### config.mk
export PLATFORM = sky130hd
export DESIGN_NAME = nand_rb_watchdog
export DESIGN_NICKNAME = d
export VERILOG_FILES = /design/src/rtl/nand_rb_wd_pkg.sv /design/src/rtl/nand_rb_wd_sync.sv /design/src/rtl/nand_rb_wd_counter.sv /design/src/rtl/nand_rb_wd_status.sv /design/src/rtl/nand_rb_watchdog.sv
export SDC_FILE = /design/constraint.sdc
export NUM_CORES = 1
export LEC_CHECK = 0
export BUFFER_PORTS_ARGS = -buffer_cell sky130_fd_sc_hd__buf_4
export CELL_PAD_IN_SITES_DETAIL_PLACEMENT = 2
export CELL_PAD_IN_SITES_GLOBAL_PLACEMENT = 2
export CORE_AREA = 4 4 106 68
export CTS_BUF_LIST = sky130_fd_sc_hd__clkbuf_4 sky130_fd_sc_hd__clkbuf_8
export CTS_CLUSTER_SIZE = 28
export DETAILED_ROUTE_END_ITERATION = 12
export DIE_AREA = 0 0 110 72
export PLACE_DENSITY = 0.82
export SYNTH_ARGS = -nofsm -noshare
export SYNTH_HDL_FRONTEND = slang
export SYNTH_SLANG_ARGS = --single-unit
### constraint.sdc
create_clock -name clk -period 2.2 [get_ports clk]
set_input_delay 0.11 -clock clk [delete_from_list [all_inputs] [get_ports clk]]
set_output_delay 0.11 -clock clk [all_outputs]
set_load 0.02 [all_outputs]
### src/rtl/nand_rb_wd_pkg.sv
package nand_rb_wd_pkg;
  localparam int unsigned DEF_CNT_W  = 21;
  localparam int unsigned DEF_STAT_W = 8;
  localparam int unsigned WORD_W     = 32;

  typedef enum logic [1:0] {
    CNT_HOLD = 2'd0,
    CNT_LOAD = 2'd1,
    CNT_DEC  = 2'd2
  } cnt_act_e;
endpackage

### src/rtl/nand_rb_wd_sync.sv
module nand_rb_wd_sync #(
  parameter int unsigned STAGES = 2
) (
  input  logic clk,
  input  logic rst_n,
  input  logic rdy_busy_n_i,
  output logic busy_o,
  output logic entry_o
);
  logic [STAGES-1:0] sh_q;
  logic              busy_d_q;

  for (genvar g = 0; g < STAGES; g++) begin : g_stage
    if (g == 0) begin : g_first
      always_ff @(posedge clk or negedge rst_n) begin
        if (!rst_n) sh_q[g] <= 1'b1;
        else        sh_q[g] <= rdy_busy_n_i;
      end
    end else begin : g_rest
      always_ff @(posedge clk or negedge rst_n) begin
        if (!rst_n) sh_q[g] <= 1'b1;
        else        sh_q[g] <= sh_q[g-1];
      end
    end
  end

  assign busy_o = ~sh_q[STAGES-1];

  always_ff @(posedge clk or negedge rst_n) begin
    if (!rst_n) busy_d_q <= 1'b0;
    else        busy_d_q <= busy_o;
  end

  assign entry_o = busy_o & ~busy_d_q;
endmodule

### src/rtl/nand_rb_wd_counter.sv
module nand_rb_wd_counter
  import nand_rb_wd_pkg::*;
#(
  parameter int unsigned CNT_W = DEF_CNT_W
) (
  input  logic             clk,
  input  logic             rst_n,
  input  logic             busy_i,
  input  logic             entry_i,
  input  logic             tick_i,
  input  logic [CNT_W-1:0] cfg_i,
  input  logic             clr_i,
  output logic [CNT_W-1:0] cnt_o,
  output logic             err_o
);
  localparam logic [CNT_W-1:0] ONE = CNT_W'(1);

  cnt_act_e         act;
  logic [CNT_W-1:0] cnt_q, cnt_nxt;
  logic             err_q, err_nxt, err_set;

  always_comb begin
    if (entry_i)                               act = CNT_LOAD;
    else if (busy_i && tick_i && cnt_q != '0)  act = CNT_DEC;
    else                                       act = CNT_HOLD;
  end

  always_comb begin
    cnt_nxt = cnt_q;
    err_set = 1'b0;
    unique case (act)
      CNT_LOAD: begin
        cnt_nxt = cfg_i;
        err_set = (cfg_i == '0);
      end
      CNT_DEC: begin
        cnt_nxt = cnt_q - ONE;
        err_set = (cnt_q == ONE);
      end
      default: cnt_nxt = cnt_q;
    endcase
  end

  always_comb begin
    if (err_set)    err_nxt = 1'b1;
    else if (clr_i) err_nxt = 1'b0;
    else            err_nxt = err_q;
  end

  always_ff @(posedge clk or negedge rst_n) begin
    if (!rst_n) begin
      cnt_q <= '0;
      err_q <= 1'b0;
    end else begin
      cnt_q <= cnt_nxt;
      err_q <= err_nxt;
    end
  end

  assign cnt_o = cnt_q;
  assign err_o = err_q;
endmodule

### src/rtl/nand_rb_wd_status.sv
module nand_rb_wd_status #(
  parameter int unsigned STAT_W = 8
) (
  input  logic              clk,
  input  logic              rst_n,
  input  logic              cap_i,
  input  logic [STAT_W-1:0] byte_i,
  output logic [STAT_W-1:0] stat_o
);
  logic [STAT_W-1:0] stat_q, stat_nxt;

  always_comb stat_nxt = cap_i ? byte_i : stat_q;

  always_ff @(posedge clk or negedge rst_n) begin
    if (!rst_n) stat_q <= '0;
    else        stat_q <= stat_nxt;
  end

  assign stat_o = stat_q;
endmodule

### src/rtl/nand_rb_watchdog.sv
module nand_rb_watchdog
  import nand_rb_wd_pkg::*;
#(
  parameter int unsigned CNT_W       = DEF_CNT_W,
  parameter int unsigned STAT_W      = DEF_STAT_W,
  parameter int unsigned SYNC_STAGES = 2
) (
  input  logic              clk,
  input  logic              rst_n,
  input  logic              rdy_busy_n_i,
  input  logic              tick_i,
  input  logic [CNT_W-1:0]  tmo_cfg_i,
  input  logic              tmo_irq_en_i,
  input  logic              err_clr_i,
  input  logic              stat_cap_i,
  input  logic [STAT_W-1:0] stat_byte_i,
  output logic [WORD_W-1:0] rdback_o,
  output logic              tmo_err_o,
  output logic              irq_o
);
  localparam int unsigned RSV_W = WORD_W - CNT_W - STAT_W;

  logic [1:0]        rst_sh_q;
  logic              rst_sync_n;
  logic              busy_sync, busy_entry;
  logic [CNT_W-1:0]  cnt;
  logic              err;
  logic [STAT_W-1:0] stat;

  // reset: asserts at once, releases on the clock
  always_ff @(posedge clk or negedge rst_n) begin
    if (!rst_n) rst_sh_q <= 2'b00;
    else        rst_sh_q <= {rst_sh_q[0], 1'b1};
  end
  assign rst_sync_n = rst_sh_q[1];

  nand_rb_wd_sync #(.STAGES(SYNC_STAGES)) u_sync (
    .clk          (clk),
    .rst_n        (rst_sync_n),
    .rdy_busy_n_i (rdy_busy_n_i),
    .busy_o       (busy_sync),
    .entry_o      (busy_entry)
  );

  nand_rb_wd_counter #(.CNT_W(CNT_W)) u_cnt (
    .clk     (clk),
    .rst_n   (rst_sync_n),
    .busy_i  (busy_sync),
    .entry_i (busy_entry),
    .tick_i  (tick_i),
    .cfg_i   (tmo_cfg_i),
    .clr_i   (err_clr_i),
    .cnt_o   (cnt),
    .err_o   (err)
  );

  nand_rb_wd_status #(.STAT_W(STAT_W)) u_stat (
    .clk    (clk),
    .rst_n  (rst_sync_n),
    .cap_i  (stat_cap_i),
    .byte_i (stat_byte_i),
    .stat_o (stat)
  );

  assign rdback_o  = {stat, {RSV_W{1'b0}}, cnt};
  assign tmo_err_o = err;
  assign irq_o     = err & tmo_irq_en_i;
endmodule

; Word level (Yosys, flattened, before mapping)
; Cells that the tools add are included.
[word_totals]
reg_bits = 35
inputBits = 36
output_inout_bits = 34
elab_cells = 27
[classes]
addsub = 1
eq_ne = 3
mux = 6
n_bitwise = 4
n_reduce_logical = 6
[ops]
columns = operator, n
row1 = $pmux W21 S2, 1
row2 = $eq A21 B1 Y1 const B, 1
row3 = $logic_not A21 Y1, 1
row4 = $reduce_bool A21 Y1, 1
row5 = $sub A21 B1 Y21 const B, 1
row6 = $mux W2, 2
row7 = $reduce_bool A2 Y1, 2
row8 = $and A1 B1 Y1, 2
row9 = $eq A2 B1 Y1 const B, 1
row10 = $eq A2 B2 Y1 const B, 1
row11 = $logic_and A1 B1 Y1, 2
row12 = $mux W1, 2
row13 = $not A1 Y1, 2
row14 = $pmux W1 S2, 1

; Logic depth before layout (Yosys ltp)
; Gate-level depths: netlist of run 1.
[logic_depth]
word_depth = 8
ltp_mapped = 8
mapped_depth_nobuf = 8

; By module
; Synthesis of run 1 repeated with hierarchy kept, for this count alone.
[unflattened]
cells_unflattened = 213
area_unflattened_um2 = 2029.4
[modules_own_cells]
columns = module, instances, cells_each, area_per_inst_um2
row1 = nand_rb_wd_counter, 1, 183, 1526.5
row2 = nand_rb_wd_status, 1, 17, 331.6
row3 = nand_rb_watchdog, 1, 8, 86.3
row4 = nand_rb_wd_sync, 1, 5, 85.1

; Least setup slack after synthesis of run 1
; OpenSTA, ideal clock, no wires.
[synth_path]
path_kind = reg-to-reg
startpoint = register u_cnt.cnt_q[9], in the netlist u_cnt.cnt_o[9]
endpoint = register u_cnt.cnt_q[13], in the netlist u_cnt.cnt_o[13]
setup_ps = 150
arrival_ps = 2049
required_ps = 2050
setup_slack_ps = 1
path_stages_with_launch = 8
path_buffers = 1
period_less_slack_ps = 2199
cell_sequence = dfrtp_1 > or4_4 > nor4_4 > nand4_4 > and2_4 > buf_6 > a211oi_1 > a311oi_1
[synth_between]
elab_chain_len = 6
[synth_lines]
columns = element, line
row1 = from (decl), nand_rb_wd_counter.sv:19  ; logic [CNT_W-1:0] cnt_q, cnt_nxt;
row2 = from (signal assigned), nand_rb_wd_counter.sv:55  ; cnt_q <= cnt_nxt;
row3 = branches (longest 6 deep; another with $sub A21 B1 Y21), --
; Several ways; the timed one is not identified.
; A chain may end at the register's enable or synchronous reset.

; Worst setup path after layout of run 1
[layout_path]
startpoint = register u_cnt.cnt_q[11], in the netlist u_cnt.cnt_o[11]
endpoint = register u_cnt.cnt_q[19], in the netlist u_cnt.cnt_o[19]
; Same word-level chain as after synthesis.

==> results of run 1 <==
[final cells by class]
class,instances,share of cell area (%)
Inverter,5,0.628
Clock buffer,6,2.76
Clock inverter,2,1.17
Timing Repair Buffer,99,25.5
Multi-Input combinational cell,155,36.9
Sequential cell,35,29.4
Tap cell,87,3.64
[flip-flops by register name (all words and copies together), names as in the netlist]
signal	flops
u_sync.sh_q	2
u_stat.stat_o	8
rst_sh_q	2
u_cnt.err_o	1
u_sync.busy_d_q	1
u_cnt.cnt_o	21
[what timing repair did]
| action | 4_1_cts | 5_1_grt |
|---|---|---|
| endpoints found under the setup margin | 11 | 22 |
| gates resized for setup | 4 | 19 |
| setup buffers | 1 | 5 |
| hold endpoints to repair | 3 | 0 |
| gates cloned | 0 | 1 |
| hold buffers | 2 | 0 |
| pin swaps | 0 | 9 |
[path summary, 6_finish.rpt]
check	start	to	cells after the start
max in group asynchronous	rst_sh_q[1]$_DFF_PN0_	u_sync.sh_q[0]$_DFF_PN1_	1
hold reg to reg	rst_sh_q[1]$_DFF_PN0_	u_cnt.cnt_o[17]$_DFFE_PN0P_	0
min in group asynchronous	rst_n	rst_sh_q[0]$_DFF_PN0_	2
setup / recovery	u_cnt.cnt_o[11]$_DFFE_PN0P_	u_cnt.cnt_o[19]$_DFFE_PN0P_	8
setup reg to reg	u_cnt.cnt_o[11]$_DFFE_PN0P_	u_cnt.cnt_o[19]$_DFFE_PN0P_	8
hold / removal	stat_byte_i[2]	u_stat.stat_o[2]$_DFFE_PN0P_	2
[cells by family after synthesis]
kind of cell               Yosys count
adders and majority gates            2
xor gates and xnor gates             2
other                                2
buffers and inverters               16
and+or+nand+nor                     89
AOI/OAI and AO/OA                   48
DFF                                 35
muxes                                9
[metal layers]
layer / up-vias / wire length, um / GRT usage [%]
met1: 1139 / 4500 / 32.6
met2: 100 / 4980 / 37.4
li1: 949 / - / -
met4: 0 / 214 / 7.19
met5: - / 0 / 0
met3: 24 / 809 / 7.47
[cell usage in the layout (no fill, tap or decap), types with 2 or more instances in the layout]
cell,Yosys,layout
buf_4,3,96
dfrtp_1,33,32
nor2_1,26,26
nand2_1,12,11
a21oi_1,12,11
o22ai_1,8,8
mux2_2,8,8
nor3_1,9,6
a311oi_1,6,6
nor4_1,9,6
clkbuf_8,0,6
nand3_1,6,5
inv_1,5,4
nand4_1,4,4
a211oi_2,0,4
conb_1,2,4
and2_1,4,3
and2_4,2,3
nor3_2,0,3
nor4_4,1,2
nor4_2,0,2
o21ai_2,1,2
a31oi_1,2,2
o21a_1,3,2
o22a_1,2,2
and3_1,2,2
a211oi_1,6,2
or4_1,2,2
ha_1,2,2
dlygate4sd3_1,0,2
dfstp_2,2,2
[critical path: stages, from the launching register on]
cell and delay (ns):
dfrtp_1 0.39, buf_4 0.14, buf_4 0.16, nor4_2 0.39
nand4b_1 0.35, o21a_2 0.41, buf_4 0.18, o22ai_1 0.15
nor3_1 0.06
[through the flow]
stage / cell area [um2] / hold slack (ns)
finish: 2990 / 0.0457
CTS: 2860 / 0.0314
floorplan: 1970 / -0.186
global route: 2990 / 0.0308
global placement: 2700 / -0.107
detailed placement: 2700 / -0.105
[report_power, final]
part | total (mW) | switching (mW) | leakage (nW) | internal [mW]
Combinational | 0.655 | 0.373 | 0.813 | 0.282
Clock | 0.634 | 0.267 | 0.0612 | 0.367
Sequential | 0.815 | 0.0985 | 0.395 | 0.717
Total | 2.10 | 0.738 | 1.27 | 1.37
==> reports/metrics.csv, run 1 <==
metric,value,unit
viasPerCell,5.69,
ios,70,
hpwl,6.91,mm
start_util,30.8,%
synth-xor-area-share,0.895,%
ant_nets,0,
core,6360,um2
crit_type,flip-flop to flip-flop,
postRouteWirelength,10.5,mm
synth_top_area_share,42.2,%
fill_cells,691,
antenna_found_initial,0,
dieArea,7920,um2
grt_max_degree,22,
synthFlopType,dfrtp_1,
end_kind,flip-flop,
netlist_area,1960,um2
post_layout_nonfiller_instances,389,
final_util,47.0,%
vias,2212,
setup_viol,13,
numCtsBuffers,5,
slew_violations,0,
row_count,23,
fmax,425,MHz
fin_skew,0.00552,ns
grt_pass1_wl,14.2,mm
regArea,880,um2
start_kind,flip-flop,
wire_per_inst,27.0,um
hold_viol,0,
power_density,704,nW/um2
hp-class,input port to flip-flop,
status,"finished, violations left",
ys_seq_area_share,44.9,%
synth.ff_latch_count,35,
clock_sinks,35,
yosysTopAreaCell,dfrtp_1,
clockBufferDepth,2,
n_antenna_cell,0,
syn_avg_cell_area,9.65,um2
grt_setup_unrepaired,true,
htree_levels,2,
final.setup.tns,-0.775,ns
synth.most_common_cell,dfrtp_1,
p_total,2.10,mW
cp.required,2.38,ns
period_needed,2.35,ns
multi_input_area,1100,um2
synth.top_cells.by_area,"dfrtp_1, nor2_1, mux2_2, a21oi_1, nor4_1",
worst_slack,-0.153,ns
grt_usage,24.2,%
clockRootBuffer,clkbuf_8,
synth.mux.area_fraction,5.11,%
nets,339,
synth.distinct_cells,50,
r2r_setup_slack,-0.15,ns
drtIter0Drc,157,
drc,0,
synth_top_family_by_area,simple AND/OR/NAND/NOR gates,
slew_headroom,53.1,%
die_h,72,um
synthAdderAreaFrac,1.28,%
synth-simple-area-share,25.7,%
synth-compound-area-share,17.0,%
ys_warn_count,0,
ir_worst_vdd,229,uV
place.gp.congestion,0.862,
place_ws,-0.0787,ns
yosys-top-cells-count,"dfrtp_1, nor2_1, a21oi_1, nand2_1",
portBuffers,66,
tightest_slew,0.703,ns
area_growth,52.6,%
clk_pin_slew_worst_paths,0.08,ns
finalCritPeriodShare,107,%
synth_edf_count,0,
drt_first_pass_iters,4,
violations,negative setup slack,
grt_pass1_vias,2408,
synth_cells,203,
power.leakage,1.27,nW
clkLatencyLatePin,0.30,ns
overflow,0,
die_w,110,um
critPathMaxFanout,9,
drive_above_1_share,48.0,%
cap_violations,0,
cp.arrival,2.54,ns
place_inst,372,
synthArstFlopShare,100,%
cts_tree,built,
No activity file was read; power rests on OpenSTA's default activity.
==> run 2: changes to the inputs <==
--- a/config.mk
+++ b/config.mk
@@ -14,6 +14,7 @@
 export DETAILED_ROUTE_END_ITERATION = 12
 export DIE_AREA = 0 0 110 72
 export PLACE_DENSITY = 0.82
+export SETUP_SLACK_MARGIN = 0.02
 export SYNTH_ARGS = -nofsm -noshare
 export SYNTH_HDL_FRONTEND = slang
 export SYNTH_SLANG_ARGS = --single-unit
==> reports/metrics.csv, run 2 (synthesis gave the netlist of run 1 again) <==
metric,value,unit,change
hp-class,flip-flop to async pin,,
grt_pass1_wl,13.8,mm,-2.8%
netSwitchingPower,0.712,mW,-3.5%
power.leakage,1.27,nW,about the same
place_ws,-0.340,ns,-0.261 ns
core,6360,um2,unchanged
switching_share,34.1,%,-1.0 points
cts_tree,built,,
critical_path_buf_inv_count,0,,-3
cp.arrival,2.39,ns,-0.15 ns
cp.required,2.38,ns,about the same
area_growth,53.7,%,
fill_cells,704,,+1.9%
slew_headroom,64.7,%,+12 points
gr-usage-met3,3.91,%,-3.6 points
grt_setup_unrepaired,true,,
finalCritPeriodShare,101,%,-6.2 points
fmax,451,MHz,+6.2%
largest_reg_flops,21,,unchanged
antenna_found_initial,0,,unchanged
drt_first_pass_iters,4,,unchanged
dieArea,7920,um2,unchanged
die_w,110,um,unchanged
start_util,30.8,%,unchanged
cap_violations,0,,unchanged
timing.rr.end,u_cnt.cnt_o[11]$_DFFE_PN0P_,,
place.gp.congestion,0.863,,about the same
overflow,0,,unchanged
clk_pin_slew_worst_paths,0.08,ns,about the same
hold_slack,0.0385,ns,-0.00729 ns
start_kind,flip-flop,,
regArea,881,um2,+0.14%
use_met2,34.9,%,-2.4 points
numCtsBuffers,5,,unchanged
slew_violations,0,,unchanged
die_h,72,um,unchanged
violations,negative setup slack,,
row_count,23,,unchanged
clockBufferDepth,2,,unchanged
crit_chain,or3_1 > nor3_4 > nand4_1 > nor3_2 > a31oi_1 > o22a_1,,
ir_worst_vdd,313,uV,+37%
crit_type,flip-flop to flip-flop,,
grt_max_degree,32,,+45%
status,"finished, violations left",,
final_common_cell,buf_4,,
drc,0,,unchanged
final_cell_mix,"buf_4, dfrtp_1, nor2_1",,
ff2ff_path_depth,6,,-2
tightest_slew,0.525,ns,-0.178 ns
drive_above_1_share,50.2,%,+2.2 points
clock_sinks,35,,unchanged
period_needed,2.22,ns,-0.137 ns
hold_viol,0,,unchanged
comb_power_share,31.9,%,+0.8 points
internal_power,1.38,mW,+0.89%
drtIter0Drc,117,,-25%
postRouteWirelength,9.64,mm,-8.1%
hpwl,6.88,mm,-0.44%
grt-busiest-layer,met2,,
end_kind,flip-flop,,
clkPwrFrac,29.6,%,-0.5 points
critPathSlowestCell,or3_1,,
multi_input_area,1130,um2,+2.4%
ant_nets,0,,unchanged
critPathMaxFanout,4,,-5
setup_viol,2,,-11
crit_family,simple AND/OR/NAND/NOR gates,,
grt_pass1_vias,2265,,-5.9%
met1_usage,34.6,%,+2.0 points
vias,2139,,-3.3%
clockRootBuffer,clkbuf_8,,
nets,340,,+0.29%
post_layout_nonfiller_instances,390,,+0.26%
viasPerCell,5.48,,-3.5%
power_density,694,nW/um2,-1.4%
place_inst,374,,+0.54%
grt_usage,23.1,%,-1.0 points
wire_per_inst,24.7,um,-8.4%
seq_power_share,38.5,%,-0.2 points
ios,70,,unchanged
r2r_setup_slack,-0.02,ns,+0.14 ns
n_antenna_cell,0,,unchanged
rr_startpoint,u_cnt.cnt_o[5]$_DFFE_PN0P_,,
portBuffers,66,,unchanged
fin_skew,0.00891,ns,+0.00339 ns
clkLatencyLatePin,0.29,ns,about the same
worst_slack,-0.0159,ns,+0.137 ns
htree_levels,2,,unchanged
final.setup.tns,-0.0286,ns,+0.747 ns
cpPeakStageDelay,0.48,ns,+0.07 ns
-- run 2: through the flow --
step	power (mW)	cell area, um2	util, %
5_1_grt	2.18	3010	47.3
3_5_place_dp	1.41	2700	42.4
3_3_place_gp	1.38	2700	42.4
4_1_cts	2.05	2860	45.0
6_report	2.09	3010	47.3
2_1_floorplan	1.07	1970	-
-- run 2: what timing repair did --
| item | 4_1_cts | 5_1_grt |
|---|---|---|
| hold buffers | 2 | 0 |
| setup endpoints to repair | 15 | 21 |
| pin swaps | 0 | 6 |
| gates resized for setup | 4 | 25 |
| hold endpoints to repair | 3 | 0 |
| gates cloned | 0 | 1 |
| setup buffers | 0 | 5 |
-- run 2: worst max path at each step --
stage / slack, ns / endpoint / cells after the start / startpoint
finish: -0.02 / u_cnt.cnt_o[11]$_DFFE_PN0P_ / 6 / u_cnt.cnt_o[5]$_DFFE_PN0P_
global route: -0.14 / u_cnt.cnt_o[11]$_DFFE_PN0P_ / 6 / u_cnt.cnt_o[5]$_DFFE_PN0P_
CTS: 0.02 / u_cnt.cnt_o[10]$_DFFE_PN0P_ / 6 / u_cnt.cnt_o[9]$_DFFE_PN0P_
detailed placement: -0.34 / u_cnt.cnt_o[10]$_DFFE_PN0P_ / 8 / u_cnt.cnt_o[1]$_DFFE_PN0P_
global placement: -0.25 / u_cnt.cnt_o[10]$_DFFE_PN0P_ / 8 / u_cnt.cnt_o[1]$_DFFE_PN0P_
floorplan: 0.03 / u_cnt.cnt_o[13]$_DFFE_PN0P_ / 7 / u_cnt.cnt_o[10]$_DFFE_PN0P_
-- run 2: power groups by stage --
stage / clock [mW] / combinational, mW / sequential [mW]
after floorplan: 0 / 0.168 / 0.904
after global placement: 0 / 0.588 / 0.796
after detailed placement: 0 / 0.611 / 0.802
after CTS: 0.636 / 0.620 / 0.796
after global routing: 0.665 / 0.703 / 0.815
final: 0.619 / 0.666 / 0.805
-- run 2: final cells by class --
type                            instances  share of cell area, %
Tap cell                               87                   3.62
Multi-Input combinational cell        155                   37.5
Clock inverter                          2                   1.16
Inverter                                5                  0.623
Sequential cell                        35                   29.3
Timing Repair Buffer                  100                   25.1
Clock buffer                            6                   2.74
-- run 2: worst reg2reg max path, cell delays in order (launching register included) --
cell,delay (ns)
dfrtp_1,0.43
or3_1,0.48
nor3_4,0.25
nand4_1,0.32
nor3_2,0.27
a31oi_1,0.14
o22a_1,0.21
-- run 2: layer usage --
| metal | share of wire, % | wire (um) | up-vias |
|---|---|---|---|
| li1 | - | - | 955 |
| met1 | 48 | 4670 | 1110 |
| met3 | 4.5 | 436 | 8 |
| met4 | 1.1 | 102 | 0 |
| met2 | 46 | 4430 | 66 |
| met5 | 0 | 0 | - |
==> run 3: changes to the inputs <==
==> constraint.sdc (replaced) <==
create_clock -name clk -period 2.2 [get_ports clk]
set_input_delay 0.22 -clock clk [delete_from_list [all_inputs] [get_ports clk]]
set_output_delay 0.22 -clock clk [all_outputs]
set_load 0.02 [all_outputs]
==> reports/metrics.csv, run 3 (synthesis gave the netlist of run 1 again) <==
metric,value,unit,change
final_cell_mix,"buf_4, dfrtp_1, nor2_1",,
worst_slack,-0.0213,ns,-0.00539 ns
area_growth,53.2,%,
dieArea,7920,um2,unchanged
largest_reg_flops,21,,unchanged
met1_length,4.68,mm,+0.19%
viasPerCell,5.47,,-0.31%
drtIter0Drc,103,,-12%
hp-class,input port to flip-flop,,
crit_chain,or3_1 > nor3_4 > nand4_1 > nor3_2 > a31oi_1 > o22a_1,,
top_layer_used,met4,,
start_kind,flip-flop,,
fin_skew,0.00882,ns,-0.0000943 ns
wl_met2,4.42,mm,-0.27%
critPathSlowestCell,or3_1,,
setup_viol,2,,unchanged
postRouteWirelength,9.62,mm,-0.28%
slew_violations,0,,unchanged
critPathMaxFanout,4,,unchanged
core,6360,um2,unchanged
clockRootBuffer,clkbuf_8,,
finalCritPeriodShare,101,%,+0.25 points
place.gp.congestion,0.863,,unchanged
grt_setup_unrepaired,true,,
cts_tree,built,,
regArea,881,um2,unchanged
grt_usage,23.1,%,unchanged
hold_viol,0,,unchanged
worstSetupStartpoint,u_cnt.cnt_o[5]$_DFFE_PN0P_,,
clock_sinks,35,,unchanged
die_w,110,um,unchanged
vias,2127,,-0.56%
grt_pass1_wl,13.8,mm,unchanged
ir_worst_vdd,313,uV,about the same
fill_cells,704,,unchanged
cp.required,2.38,ns,about the same
hpwl,6.88,mm,unchanged
place_ws,-0.340,ns,unchanged
end_kind,flip-flop,,
clockBufferDepth,2,,unchanged
cpPeakStageDelay,0.48,ns,about the same
multi_input_area,1130,um2,unchanged
slew_headroom,64.8,%,+0.11 points
die_h,72,um,unchanged
n_antenna_cell,0,,unchanged
cap_violations,0,,unchanged
overflow,0,,unchanged
hp-start,rdy_busy_n_i,,
drc,0,,unchanged
power_density,696,nW/um2,+0.27%
ant_nets,0,,unchanged
clk_pin_slew_worst_paths,0.08,ns,about the same
grt_max_degree,32,,unchanged
row_count,23,,unchanged
numCtsBuffers,5,,unchanged
portBuffers,66,,unchanged
crit_type,flip-flop to flip-flop,,
start_util,30.8,%,unchanged
drt_first_pass_iters,4,,unchanged
tightest_slew,0.523,ns,-0.00158 ns
drive_above_1_share,50.3,%,+0.17 points
ios,70,,unchanged
nets,339,,-0.29%
place_inst,374,,unchanged
rr_startpoint,u_cnt.cnt_o[5]$_DFFE_PN0P_,,
post_layout_nonfiller_instances,389,,-0.26%
period_needed,2.22,ns,+0.00539 ns
power.leakage,1.27,nW,-0.33%
wire_per_inst,24.7,um,about the same
violations,negative setup slack,,
clkLatencyLatePin,0.29,ns,about the same
antenna_found_initial,0,,unchanged
final_common_cell,buf_4,,
status,"finished, violations left",,
wl_met3,411,um,-5.7%
cp.arrival,2.40,ns,about the same
htree_levels,2,,unchanged
grt_pass1_vias,2265,,unchanged
fmax,450,MHz,-0.24%
[run 3: changes by cell type in the layout (fill, tap and decap cells not counted)]
cell	before	now
dlygate4sd3_1	2	1
[run 3: area by class of cell]
cell class	instances	area share (%)
multi-input cells	155	37.6
flip-flops and latches	35	29.4
repair buffers	99	24.9
well taps	87	3.63
clock buffers	6	2.75
clock inverters	2	1.17
inverters	5	0.626
[run 3: worst paths after layout]
path | endpoint | slack [ns] | cells after the start
setup / recovery | u_cnt.cnt_o[11]$_DFFE_PN0P_ | -0.02 | 6
hold / removal | u_sync.sh_q[0]$_DFF_PN1_ | 0.03 | 1
setup reg to reg | u_cnt.cnt_o[11]$_DFFE_PN0P_ | -0.02 | 6
hold reg to reg | u_stat.stat_o[7]$_DFFE_PN0P_ | 0.04 | 0
max in group asynchronous | u_sync.sh_q[1]$_DFF_PN1_ | 1.50 | 1
min in group asynchronous | u_stat.stat_o[7]$_DFFE_PN0P_ | 0.04 | 0
[run 3: critical path, delay by kind of cell, from the launching register on]
kind | cells | cell delay [ns]
AOI/OAI and AO/OA | 2 | 0.35
DFF | 1 | 0.43
and+or+nand+nor | 4 | 1.33
[run 3: metrics by stage]
step | utilization [%] | total power, mW | area (um2) | hold slack, ns | TNS (ns)
after floorplan | - | 1.07 | 1970 | -0.0756 | 0
after global placement | 42.4 | 1.38 | 2700 | 0.00230 | -1.89
after detailed placement | 42.4 | 1.41 | 2700 | 0.00400 | -3.11
after CTS | 44.8 | 2.05 | 2850 | 0.0232 | 0
after global routing | 47.2 | 2.18 | 3000 | 0.0246 | -1.19
final | 47.2 | 2.09 | 3000 | 0.0334 | -0.0309
[run 3: where the power goes]
group          total (mW)  switching [mW]  internal, mW  leakage [nW]
clock               0.620           0.253         0.367        0.0612
sequential          0.804          0.0867         0.718         0.394
combinational       0.664           0.372         0.293         0.811
total                2.09           0.712          1.38          1.27
[run 3: what timing repair did]
| item | in CTS | in global routing |
|---|---|---|
| gates cloned | 0 | 1 |
| hold endpoints to repair | 2 | 0 |
| pin swaps | 0 | 6 |
| setup endpoints to repair | 15 | 21 |
| buffers inserted | 0 | 5 |
| gates resized for setup | 4 | 25 |
| hold buffers | 1 | 0 |
[run 3: per-layer routing]
layer / GRT usage [%] / up-vias
li1: - / 954
met1: 34.5 / 1104
met2: 34.9 / 61
met3: 4.00 / 8
met5: 0 / -
met4: 5.12 / 0
